[src/rtl/sysref_pkg.sv]
package sysref_pkg;
  localparam int PRE_W = 3;
  localparam int DIV_W = 11;
  localparam int PER_W = DIV_W + 6;

  typedef enum logic [1:0] {
    MODE_OFF   = 2'd0,
    MODE_CONT  = 2'd1,
    MODE_PULSE = 2'd2,
    MODE_RSVD  = 2'd3
  } mode_e;

  // illegal selections fall back to the smallest pre-divide
  function automatic logic [3:0] pre_factor(input logic [PRE_W-1:0] sel);
    case (sel)
      3'd2:    return 4'd2;
      3'd4:    return 4'd4;
      default: return 4'd1;
    endcase
  endfunction

  // 2*pre from the pre stage, (2+div) from the main stage, 4 from the tail
  function automatic logic [PER_W-1:0] period_cycles(input logic [PRE_W-1:0] sel,
                                                     input logic [DIV_W-1:0] div);
    logic [PER_W-1:0] p;
    p = PER_W'(div) + PER_W'(2);
    p = p * PER_W'(pre_factor(sel));
    return p << 3;
  endfunction
endpackage

[src/rtl/sysref_divchain.sv]
module sysref_divchain
  import sysref_pkg::*;
(
  input  logic             clk,
  input  logic             rst,
  input  logic [PRE_W-1:0] pre_sel,
  input  logic [DIV_W-1:0] div_sel,
  output logic             div_lvl,
  output logic             wrap
);
  logic [PER_W-1:0] cnt_q;
  logic [PER_W-1:0] per;

  assign per     = period_cycles(pre_sel, div_sel);
  assign wrap    = (cnt_q >= per - PER_W'(1));
  assign div_lvl = (cnt_q < (per >> 1));

  always_ff @(posedge clk) begin
    if (rst)       cnt_q <= '0;
    else if (wrap) cnt_q <= '0;
    else           cnt_q <= cnt_q + PER_W'(1);
  end

  a_r2_cnt_in_range: assert property (@(posedge clk) disable iff (rst)
    $past(!rst) && $stable(per) |-> cnt_q < per);
  a_r2_wrap_to_zero: assert property (@(posedge clk) disable iff (rst)
    wrap |=> cnt_q == '0);
endmodule

[src/rtl/sysref_delay.sv]
module sysref_delay #(
  parameter int DEPTH = 64,
  localparam int SEL_W = $clog2(DEPTH)
) (
  input  logic             clk,
  input  logic             rst,
  input  logic [SEL_W-1:0] sel,
  input  logic             din,
  output logic             dout
);
  logic [DEPTH-2:0] sh_q;

  always_ff @(posedge clk) begin
    if (rst) sh_q <= '0;
    else     sh_q <= {sh_q[DEPTH-3:0], din};
  end

  assign dout = (sel == '0) ? din : sh_q[sel - SEL_W'(1)];

  a_r9_tap_one: assert property (@(posedge clk) disable iff (rst)
    $past(!rst) && sel == SEL_W'(1) && $past(sel) == SEL_W'(1) |-> dout == $past(din));
endmodule

[src/rtl/sysref_gate.sv]
module sysref_gate
  import sysref_pkg::*;
#(
  parameter int BURST_W = 4,
  localparam int REM_W = BURST_W + 1
) (
  input  logic               clk,
  input  logic               rst,
  input  mode_e              mode,
  input  logic [BURST_W-1:0] count,
  input  logic               req,
  input  logic               dly,
  output logic               out_q,
  output logic               busy
);
  typedef enum logic [1:0] {G_IDLE, G_ARM, G_EMIT} gst_e;

  gst_e             st_q, st_d;
  logic [REM_W-1:0] rem_q, rem_d;
  logic             dly_q;
  logic             rise, fall, pulsed, gate_en;

  assign rise   = dly & ~dly_q;
  assign fall   = ~dly & dly_q;
  assign pulsed = (mode == MODE_PULSE);

  always_comb begin
    st_d  = st_q;
    rem_d = rem_q;
    if (!pulsed) begin
      st_d = G_IDLE;
    end else begin
      case (st_q)
        G_IDLE: if (req) begin
          st_d  = G_ARM;
          rem_d = REM_W'(count) + REM_W'(1);
        end
        G_ARM:  if (rise) st_d = G_EMIT;
        G_EMIT: if (fall) begin
          rem_d = rem_q - REM_W'(1);
          if (rem_q == REM_W'(1)) st_d = G_IDLE;
        end
        default: st_d = G_IDLE;
      endcase
    end
  end

  assign gate_en = (mode == MODE_CONT) ||
                   (pulsed && ((st_q == G_ARM && rise) || st_q == G_EMIT));
  assign busy    = (st_q != G_IDLE);

  always_ff @(posedge clk) begin
    if (rst) begin
      st_q  <= G_IDLE;
      rem_q <= '0;
      dly_q <= 1'b0;
      out_q <= 1'b0;
    end else begin
      st_q  <= st_d;
      rem_q <= rem_d;
      dly_q <= dly;
      out_q <= gate_en & dly;
    end
  end

  a_r8_busy_req_ignored: assert property (@(posedge clk) disable iff (rst)
    busy && req && !fall |=> $stable(rem_q));
  a_r6_rem_nonzero: assert property (@(posedge clk) disable iff (rst)
    st_q == G_EMIT |-> rem_q != '0);
  a_r7_out_only_in_burst: assert property (@(posedge clk) disable iff (rst)
    $past(!rst) && pulsed && $past(pulsed) && out_q |-> $past(st_q != G_IDLE));
  a_r5_busy_after_req: assert property (@(posedge clk) disable iff (rst)
    pulsed && !busy && req |=> busy || !$past(pulsed));
endmodule

[src/rtl/sysref_gen.sv]
module sysref_gen
  import sysref_pkg::*;
#(
  parameter int DLY_DEPTH = 64,
  parameter int BURST_W   = 4,
  localparam int DLY_W    = $clog2(DLY_DEPTH)
) (
  input  logic               clk,
  input  logic               rst,
  input  logic [PRE_W-1:0]   cfg_pre,
  input  logic [DIV_W-1:0]   cfg_div,
  input  logic [1:0]         cfg_mode,
  input  logic [BURST_W-1:0] cfg_count,
  input  logic [DLY_W-1:0]   cfg_delay,
  input  logic               req,
  output logic               sysref_out,
  output logic               busy
);
  logic  div_lvl, div_wrap, dly_lvl;
  mode_e mode;

  assign mode = mode_e'(cfg_mode);

  sysref_divchain u_div (
    .clk(clk), .rst(rst), .pre_sel(cfg_pre), .div_sel(cfg_div),
    .div_lvl(div_lvl), .wrap(div_wrap)
  );

  sysref_delay #(.DEPTH(DLY_DEPTH)) u_dly (
    .clk(clk), .rst(rst), .sel(cfg_delay), .din(div_lvl), .dout(dly_lvl)
  );

  sysref_gate #(.BURST_W(BURST_W)) u_gate (
    .clk(clk), .rst(rst), .mode(mode), .count(cfg_count), .req(req),
    .dly(dly_lvl), .out_q(sysref_out), .busy(busy)
  );

  a_r9_zero_delay_follow: assert property (@(posedge clk) disable iff (rst)
    $past(!rst) && mode == MODE_CONT && $past(mode == MODE_CONT) &&
    cfg_delay == '0 && $past(cfg_delay == '0) |-> sysref_out == $past(div_lvl));
  a_r4_off_is_low: assert property (@(posedge clk) disable iff (rst)
    $past(!rst) && (mode == MODE_OFF || mode == MODE_RSVD) &&
    $past(mode == MODE_OFF || mode == MODE_RSVD) |-> !sysref_out);
  a_r2_wrap_ends_low: assert property (@(posedge clk) disable iff (rst)
    div_wrap |-> !div_lvl);
endmodule

[config.mk]
export PLATFORM = sky130hd
export DESIGN_NAME = sysref_gen
export DESIGN_NICKNAME = d
export VERILOG_FILES = /design/src/rtl/sysref_pkg.sv /design/src/rtl/sysref_divchain.sv /design/src/rtl/sysref_delay.sv /design/src/rtl/sysref_gate.sv /design/src/rtl/sysref_gen.sv
export SDC_FILE = /design/constraint.sdc
export NUM_CORES = 1
export LEC_CHECK = 0
export BUFFER_PORTS_ARGS = -buffer_cell sky130_fd_sc_hd__buf_4
export CAP_MARGIN = 30
export CORE_MARGIN = 4
export CORE_UTILIZATION = 30
export DETAILED_ROUTE_END_ITERATION = 8
export PLACE_DENSITY_LB_ADDON = 0.05
export SYNTH_ARGS = -nofsm -noshare
export SYNTH_HDL_FRONTEND = slang
export SYNTH_HIERARCHICAL = 1
export SYNTH_SLANG_ARGS = --single-unit
[constraint.sdc]
create_clock -name clk -period 9.8 [get_ports clk]
set_input_delay 1.47 -clock clk [delete_from_list [all_inputs] [get_ports clk]]
set_output_delay 1.47 -clock clk [all_outputs]
set_load 0.01 [all_outputs]
==> results by group, run 1 <==
Global routing
  – Largest net degree at the start of global routing: 72
  – All-Layer GR Usage: 0.1172
  – GRT Max-Usage Layer: met2
  – GR met3 Demand/Resource: 0.02087
  – Number of global-route vias before repair: 4437
  – Initial antenna violation count: 0
  – Total congestion overflow: 0
  – Met1 Resource Use GR: 0.1640
  – First-pass GRT wire length: 21080 um
  – Met2 GRT Util: 0.1859

Route
  – Final WL: 12110 um
  – Pre-antenna DRT Iters: 4
  – Routed Antenna Nets: 0
  – Routed len/inst: 13.62 um
  – Drt drc: 0
  – 1st-iter DRT viols: 189
  – Via Count: 4245
  – Vias per std cell: 4.775

Power
  – Switching Power: 0.2502 mW
  – Internal power: 0.6593 mW
  – Power Dens Cells: 140.5 nW/um^2
  – Clk network pwr share: 0.418
  – Combinational Power Share: 0.176
  – Sequential power share: 0.405
  – IR drop worst, VDD: 0.09420 mV
  – Leakage: 2.762 nW
  – Switching share of power: 0.2751

CTS
  – Clock buffer depth: 2
  – Total setup buffers inserted after CTS: 0
  – CTS Buf Count: 9
  – Clk root buf: clkbuf_16
  – Clock sink count: 89
  – Clock slew at the register clock pins of the worst setup and hold paths: 0.07 ns
  – CTS tree: done
  – Post-cts repair resize count: 0
  – Worst-Skew Late Latency: 0.34 ns
  – Htree depth: 3
  – Post-cts hold buffer count: 0

Layout
  – Fin nets: 736
  – Synth-to-layout area growth: 13.34%
  – ANT cells: 0
  – Area of the multi-input gates: 3667 um^2
  – Fillers: 1907
  – Most common cell after layout, fill and taps aside: dfxtp_1
  – Fraction of final layout cells sized beyond drive strength 1: 0.1160
  – Register Area: 1782 um^2
  – Most frequent cells in the layout: dfxtp_1 (89), nor2b_1 (69), nand2_1 (55)

STA
  – Setup TNS: 0 ns
  – Clock period minus worst slack: 7.139 ns
  – Final Max Tran Viols: 0
  – Unrepaired setup endpoints after global routing: false
  – Worst Clk Skew: 0.008011 ns
  – Max Fclk: 140.1 MHz
  – Worst slew margin: 0.3793
  – Worst slew pin tran: 0.9303 ns
  – Count of final setup violators: 0
  – Final hold slack: 0.4533 ns
  – Final hold vios: 0
  – Fin crit share: 0.7284

Flow run
  – Max-Cap Viols: 0

Min path
  – Hold WC Path Type: flip-flop to flip-flop

Logic synthesis
  – Post-Synth Simple-Gate Area: 0.2528
  – Post-Synth XOR/XNOR Area: 0.07340
  – Unique masters post-synth: 73
  – Seq/Total Area, Yosys: 0.3120
  – Mapped Cells: 630
  – Post-synth EDFFs: 0
  – Post-Synth Adder-Cell Area: 0.1411
  – Syn Area/Cell: 9.064 um^2
  – FF+latch count, synth: 89
  – Synth Cell Area: 5710 um^2
  – Post-synth top flop: dfxtp_1
  – Post-synthesis mux area share: 0.06836
  – Yosys warnings: 6
  – Syn nets: 716
  – Ys async rst share: 0
  – Main combinational cell family by area after synthesis: simple AND/OR/NAND/NOR gates
  – Compound-gate portion of the synthesized area: 0.1065

Floorplanning
  – Rows: 50
  – Die area: 21310 um^2
  – Starting Density: 0.3053
  – Core area: 18710 um^2
  – Die X-Extent: 146.0 um
  – Die height: 146.0 um
  – IO Pins: 31

Placement
  – IO buf count: 30
  – Gpl congestion: 0.7829
  – Hpwl dp: 9395 um

Worst setup path
  – Maximum fanout along the worst path: 14
  – Crit Path Category: input pin to flip-flop
  – CP arrival: 7.38 ns
  – Worst Path Required: 10.04 ns
  – Setup crit end kind: flip-flop
  – Crit path launch type: input pin

Run status
  – Status: completed
## through the flow
stage / area, um^2 / std cells / worst slack (ns) / utilization / power [mW]
floorplan: 5710 / 630 / 3.223 / - / 0.4958
global placement: 6140 / 873 / 2.432 / 0.3282 / 0.5379
detailed placement: 6140 / 873 / 2.210 / 0.3282 / 0.5392
CTS: 6472 / 889 / 2.555 / 0.3460 / 0.9255
global route: 6472 / 889 / 1.988 / 0.3460 / 0.9600
finish: 6472 / 889 / 2.661 / 0.3460 / 0.9095
## sequential cells by signal, indices dropped and copies added, names as in the netlist
signal and flops:
u_gate/rem_q 5, u_gate/st_q 2, u_gate/out_q 1, u_div/cnt_q 17, u_dly/sh_q 63, u_gate/dly_q 1
## critical path: stages
cell       delay (ns)
buf_4            0.12
nor3b_4          0.19
nor2_1           0.54
nand2_1          0.16
fa_1             0.57
inv_1            0.06
ha_1             0.29
a21o_1           0.19
a41oi_1          0.33
a31oi_1          0.19
o311ai_1         0.63
inv_1            0.10
ha_1             0.30
nand4b_1         0.12
nor2_1           0.13
o32ai_1          0.09
maj3_1           0.39
o2111ai_1        0.18
nand3_1          0.09
inv_1            0.07
o22ai_1          0.13
nand3b_2         0.25
a211oi_2         0.42
a21oi_1          0.11
a311oi_1         0.26
## cell usage after synthesis (6+ instances only)
cell type	instances	area (um^2)
o21ai_0	10	50.05
nand2b_1	11	68.82
fa_1	11	220.2
nand2_1	55	206.5
clkbuf_1	14	52.55
a21o_1	11	82.58
nor3_1	14	70.07
xor2_1	21	183.9
nand3_1	18	90.09
nand4_1	8	50.05
and3_1	8	50.05
ha_1	46	575.6
nor2_1	46	172.7
and2_1	6	37.54
dfxtp_1	89	1782
inv_1	44	165.2
a211oi_1	6	45.04
xnor2_1	25	219.0
a21oi_1	17	85.08
mux4_2	11	247.7
nor2b_1	69	431.7
## cells by family (layout without fill, tap and decap cells)
kind of cell,Yosys count,count (layout)
DFF,89,89
and+or+nand+nor,264,264
muxes,20,20
xor gates and xnor gates,47,47
buffers and inverters,67,92
AOI/OAI and AO/OA,85,85
adders and majority gates,58,58
## power groups by stage
stage | clock, mW | combinational, mW | sequential [mW]
2_1_floorplan | 0 | 0.120 | 0.375
3_3_place_gp | 0 | 0.161 | 0.377
3_5_place_dp | 0 | 0.162 | 0.377
4_1_cts | 0.394 | 0.163 | 0.369
5_1_grt | 0.406 | 0.185 | 0.369
6_report | 0.381 | 0.160 | 0.369
## worst paths after layout
kind / start / endpoint / depth (start not counted) / slack [ns]
worst min register to register: u_dly/sh_q[19] / u_dly/sh_q[20] / 1 / 0.45
worst max register to register: u_div/cnt_q[8] / u_gate/rem_q[0] / 13 / 6.42
worst min-delay path: u_dly/sh_q[19] / u_dly/sh_q[20] / 1 / 0.45
worst max-delay path: cfg_pre[1] / u_gate/rem_q[0] / 25 / 2.66
## area by class of cell
type | count | area share
clock inverter | 7 | 0.01662
sequential | 89 | 0.2753
clock buffer | 9 | 0.03480
multi-input combinational | 474 | 0.5666
inverter | 46 | 0.02668
timing repair buffer | 30 | 0.03480
tap | 234 | 0.04523
## per-layer routing
| metal | vias to the layer above | wire length [um] |
|---|---|---|
| li1 | 2224 | - |
| met1 | 1957 | 6341 |
| met2 | 50 | 5272 |
| met3 | 14 | 331 |
| met4 | 0 | 165 |
| met5 | - | 0 |
(Power assumes the default switching activity.)
==> inputs of run 2 (changes only) <==
==> constraint.sdc (replaced) <==
create_clock -name clk -period 6.2 [get_ports clk]
set_input_delay 0.93 -clock clk [delete_from_list [all_inputs] [get_ports clk]]
set_output_delay 0.93 -clock clk [all_outputs]
set_load 0.01 [all_outputs]
==> results by group, run 2 (synthesized netlist as in run 1, its figures left out) <==
Layout
  – Final Non-Filler Cells: 946
  – Regs by FF count: u_dly/sh_q (63), u_div/cnt_q (17), u_gate/rem_q (5)
  – Fillers: 1932
  – Max reg flops: 63
  – Synth-to-layout area growth: 22.02%
  – Most flop-heavy register: u_dly/sh_q
  – Fin nets: 793
  – Fraction of final layout cells sized beyond drive strength 1: 0.2008
  – ANT cells: 0
  – Most frequent cells in the layout: dfxtp_1 (89), buf_4 (87), nor2b_1 (69)
  – Most common cell after layout, fill and taps aside: dfxtp_1

CTS
  – CTS Buf Count: 9
  – Clock buffer depth: 2
  – Clock slew at the register clock pins of the worst setup and hold paths: 0.08 ns
  – Worst-Skew Late Latency: 0.34 ns
  – Clk root buf: clkbuf_16
  – CTS tree: done
  – Clock sink count: 89
  – Htree depth: 3

Floorplanning
  – Die area: 21310 um^2
  – Starting Density: 0.3053
  – Die height: 146.0 um
  – IO Pins: 31
  – Rows: 50
  – Core area: 18710 um^2
  – Die X-Extent: 146.0 um

STA
  – Worst Clk Skew: 0.01203 ns
  – Max Fclk: 171.5 MHz
  – Unrepaired setup endpoints after global routing: false
  – Final Max Tran Viols: 0
  – Setup TNS: 0 ns
  – Count of final setup violators: 0
  – Fin crit share: 0.9407
  – Clock period minus worst slack: 5.832 ns
  – Worst slew margin: 0.4173
  – Worst slew pin tran: 0.8741 ns
  – Final hold vios: 0

Worst setup path
  – Crit path top cell by count: inv_1
  – Crit path launch type: input pin
  – Crit-path slowest cell: fa_1
  – Maximum fanout along the worst path: 5
  – Setup crit end kind: flip-flop
  – R2r setup slk: 3.01 ns
  – R2R depth: 15
  – Largest stage delay, worst path: 0.54 ns
  – Crit Path Category: input pin to flip-flop
  – CP arrival: 6.11 ns
  – RR Startpoint: u_div/cnt_q[8]
  – End of the worst register-to-register path: u_gate/rem_q[0]
  – CP bufs+invs: 5
  – Top delay family on crit path: compound AO/OA/AOI/OAI gates
  – Worst Path Required: 6.48 ns

Placement
  – Hpwl dp: 9632 um
  – IO buf count: 30
  – Placed insts: 929
  – Gpl congestion: 0.7490

Global routing
  – All-Layer GR Usage: 0.1209
  – First-pass GRT wire length: 21810 um
  – Initial antenna violation count: 0
  – Met2 GRT Util: 0.1975
  – Number of global-route vias before repair: 4630
  – Total congestion overflow: 0
  – Largest net degree at the start of global routing: 72
  – GR met3 Demand/Resource: 0.02055
  – Met1 Resource Use GR: 0.1654
  – GRT Max-Usage Layer: met2

Min path
  – Hold WC Path Type: flip-flop to flip-flop
  – WHS Endpoint: u_dly/sh_q[58]
  – Hold Path Depth: 1
  – Min-delay src: u_dly/sh_q[57]

Power
  – IR drop worst, VDD: 0.1104 mV
  – Power Dens Cells: 208.5 nW/um^2
  – Leakage: 3.090 nW

Route
  – Routed Antenna Nets: 0
  – Routed len/inst: 13.01 um
  – Pre-antenna DRT Iters: 4
  – 1st-iter DRT viols: 147
  – Via Count: 4403
  – Vias per std cell: 4.654
  – Final WL: 12310 um
  – Drt drc: 0

Run status
  – Status: completed

Flow run
  – Max-Cap Viols: 0
==> run 2: cell count changes in the layout (fill, tap and decap cells not counted), sizes merged <==
cell	change
clkinv	+3
clkinvlp	-1
inv	-1
buf	+57
bufinv	-1
==> run 2: timing repair <==
action | 4_1_cts | 5_1_grt
hold endpoints to repair | 0 | 0
setup endpoints to repair | 0 | 7
resized for setup | 0 | 14
hold buffers | 0 | 0
buffers inserted | 0 | 1
==> run 2: where the power goes <==
| part | internal [mW] | total, mW | switching [mW] |
|---|---|---|---|
| clock | 0.324 | 0.572 | 0.248 |
| combinational | 0.141 | 0.298 | 0.157 |
| sequential | 0.577 | 0.583 | 0.00579 |
==> run 2: how the worst max path moves through the flow <==
| stage | end | slack [ns] | start | cells past startpoint |
|---|---|---|---|---|
| 3_5_place_dp | u_gate/rem_q[3] | -0.33 | cfg_div[1] | 29 |
| 4_1_cts | u_gate/rem_q[3] | 0.01 | cfg_div[1] | 29 |
| 2_1_floorplan | u_gate/rem_q[3] | 0.16 | cfg_pre[1] | 25 |
| 5_1_grt | u_gate/rem_q[3] | 0.01 | cfg_div[3] | 28 |
| 3_3_place_gp | u_gate/rem_q[3] | -0.15 | cfg_div[1] | 29 |
| 6_report | u_gate/rem_q[3] | 0.37 | cfg_div[1] | 26 |
==> run 2: worst reg2reg max path: stages, from the launching register on <==
cell	delay (ns)
dfxtp_1	0.43
ha_1	0.28
buf_4	0.14
a211oi_1	0.23
o21ai_1	0.13
o32ai_1	0.31
maj3_1	0.25
o2111ai_1	0.11
nand3_1	0.10
inv_1	0.05
o22ai_1	0.26
nand3b_4	0.20
a211oi_2	0.06
buf_4	0.15
buf_4	0.13
a311oi_1	0.24
==> run 2: layer usage <==
metal | up-vias | routed length, um
met4 | 0 | 136
met1 | 2037 | 6309
met3 | 8 | 281
met2 | 37 | 5580
met5 | - | 0
li1 | 2321 | -
==> run 2: metrics by stage <==
step	worst slack (ns)	hold WS (ns)	cell area, um^2	power [mW]	util
detailed placement	-0.3344	0.4479	6560	0.8940	0.3507
global placement	-0.1478	0.4359	6560	0.8919	0.3507
global route	0.01466	0.4696	6968	1.538	0.3725
CTS	0.01382	0.4649	6880	1.475	0.3678
finish	0.3677	0.4596	6968	1.453	0.3725
floorplan	0.1633	0.4290	5710	0.7836	-
==> run 2: final cells by class <==
type,count,area (um^2),area share
clock buffer,9,225.2,0.03232
clock inverter,7,95.09,0.01365
inverter,46,172.7,0.02478
multi-input combinational,474,3747,0.5378
sequential,89,1782,0.2557
tap,234,292.8,0.04202
timing repair buffer,87,653.1,0.09373
==> inputs of run 3 (changes only) <==
==> constraint.sdc (replaced) <==
create_clock -name clk -period 5.9 [get_ports clk]
set_input_delay 0.885 -clock clk [delete_from_list [all_inputs] [get_ports clk]]
set_output_delay 0.885 -clock clk [all_outputs]
set_load 0.01 [all_outputs]
==> results by group, run 3 (synthesized netlist as in run 1, its figures left out) <==
Worst setup path
  – CP arrival: 5.93 ns
  – Worst Path Required: 6.19 ns
  – Crit path launch type: input pin
  – Setup crit end kind: flip-flop
  – Maximum fanout along the worst path: 7
  – R2r setup slk: 2.83 ns
  – R2R depth: 14
  – Crit Path Category: input pin to flip-flop
  – RR Startpoint: u_div/cnt_q[7]
  – End of the worst register-to-register path: u_gate/rem_q[3]

Power
  – IR drop worst, VDD: 0.1277 mV
  – Leakage: 3.289 nW
  – Power Dens Cells: 212.0 nW/um^2

STA
  – Count of final setup violators: 0
  – Worst slew pin tran: 0.8069 ns
  – Worst slew margin: 0.4620
  – Worst Clk Skew: 0.008083 ns
  – Final hold vios: 0
  – Worst setup margin: 0.2574 ns
  – Final Max Tran Viols: 0
  – Fin crit share: 0.9564
  – Clock period minus worst slack: 5.643 ns
  – Setup TNS: 0 ns
  – Max Fclk: 177.2 MHz

Min path
  – Min-delay src: u_dly/sh_q[30]
  – Hold Path Depth: 1
  – WHS Endpoint: u_dly/sh_q[31]
  – Hold WC Path Type: flip-flop to flip-flop

CTS
  – CTS tree: done
  – Worst-Skew Late Latency: 0.35 ns
  – Clock buffer depth: 2
  – Clk root buf: clkbuf_16
  – Htree depth: 3
  – Clock sink count: 89
  – Post-cts hold buffer count: 0
  – CTS Buf Count: 9
  – Clock slew at the register clock pins of the worst setup and hold paths: 0.07 ns

Placement
  – Post-place setup slack: -0.5746 ns
  – IO buf count: 30
  – Hpwl dp: 9986 um
  – Gpl congestion: 0.7990
  – Placed insts: 954

Floorplanning
  – Die X-Extent: 146.0 um
  – Die height: 146.0 um
  – Rows: 50
  – IO Pins: 31
  – Core area: 18710 um^2
  – Die area: 21310 um^2
  – Starting Density: 0.3053

Layout
  – Most flop-heavy register: u_dly/sh_q
  – Fraction of final layout cells sized beyond drive strength 1: 0.2769
  – Synth-to-layout area growth: 30.13%
  – Fin nets: 825
  – Regs by FF count: u_dly/sh_q (63), u_div/cnt_q (17), u_gate/rem_q (5)
  – Most common cell after layout, fill and taps aside: buf_4
  – Most frequent cells in the layout: buf_4 (116), dfxtp_1 (89), nor2b_1 (68)
  – ANT cells: 0
  – Final Non-Filler Cells: 978
  – Max reg flops: 63

Route
  – Drt drc: 0
  – Routed Antenna Nets: 0
  – Vias per std cell: 4.697
  – Final WL: 13130 um
  – Routed len/inst: 13.42 um
  – 1st-iter DRT viols: 176
  – Via Count: 4594
  – Pre-antenna DRT Iters: 6

Global routing
  – All-Layer GR Usage: 0.1268
  – Total congestion overflow: 0
  – Largest net degree at the start of global routing: 72
  – Number of global-route vias before repair: 4775
  – Initial antenna violation count: 0
  – First-pass GRT wire length: 22600 um

Run status
  – Status: completed

Flow run
  – Max-Cap Viols: 0
## run 3: where the power goes
part / leakage [nW] / total, mW / internal (mW) / switching, mW
Combinational: 2.42 / 0.367 / 0.182 / 0.185
Sequential: 0.719 / 0.613 / 0.606 / 0.00616
Clock: 0.150 / 0.596 / 0.344 / 0.252
Total: 3.29 / 1.58 / 1.13 / 0.443
## run 3: repair_timing
action,in CTS,in global routing
endpoints found under the setup margin,5,25
gates resized for setup,11,40
gates cloned,0,0
setup buffers,2,6
endpoints found under the hold margin,0,0
pin swaps,9,30
## run 3: per-layer routing
layer	routed length [um]	vias up	share of wire	GRT usage
met5	0	-	0	0
met4	143	0	0.011	0.03751
met3	313	8	0.024	0.02585
met2	6502	41	0.50	0.2184
met1	6167	2163	0.47	0.1604
li1	-	2382	-	-
## run 3: stage by stage
stage	cell area, um^2	hold slack [ns]	power (mW)	util
3_5_place_dp	6778	0.4474	0.9724	0.3623
2_1_floorplan	5732	0.4290	0.8252	-
4_1_cts	7157	0.4531	1.584	0.3826
6_report	7431	0.4480	1.576	0.3973
5_1_grt	7431	0.4657	1.670	0.3973
3_3_place_gp	6778	0.4367	0.9701	0.3623
## run 3: worst max-delay path, stage by stage
cell       delay, ns
buf_4           0.12
nor3b_4         0.25
buf_6           0.16
nand2b_1        0.08
fa_1            0.56
inv_1           0.05
ha_1            0.28
a21o_1          0.21
a41oi_2         0.22
a31oi_4         0.14
buf_4           0.16
a311oi_2        0.26
xnor2_1         0.15
ha_1            0.32
nand4b_1        0.14
nor2_1          0.12
o32ai_1         0.09
maj3_2          0.32
o211ai_1        0.18
nand3_1         0.11
inv_2           0.08
o22ai_2         0.09
nand3b_4        0.19
a211o_4         0.37
a2111oi_4       0.28
a31o_1          0.13
## run 3: worst max-delay path by stage
stage / cells after the start / start / slack (ns) / endpoint
after floorplan: 26 / cfg_pre[1] / 0.01 / u_gate/rem_q[3]
after global placement: 29 / cfg_div[1] / -0.39 / u_gate/rem_q[3]
after detailed placement: 29 / cfg_div[1] / -0.57 / u_gate/rem_q[3]
after CTS: 30 / cfg_div[1] / 0.04 / u_gate/rem_q[0]
after global routing: 26 / cfg_pre[1] / -0.05 / u_gate/rem_q[3]
final: 26 / cfg_pre[1] / 0.26 / u_gate/rem_q[3]
## run 3: area by class of cell
cell class | instances | area, um^2
timing repair buffer | 119 | 913.4
tap | 234 | 292.8
fill | 1895 | 11270
clock buffer | 10 | 239.0
inverter | 46 | 172.7
multi-input combinational | 474 | 3959
clock inverter | 6 | 72.57
sequential | 89 | 1782
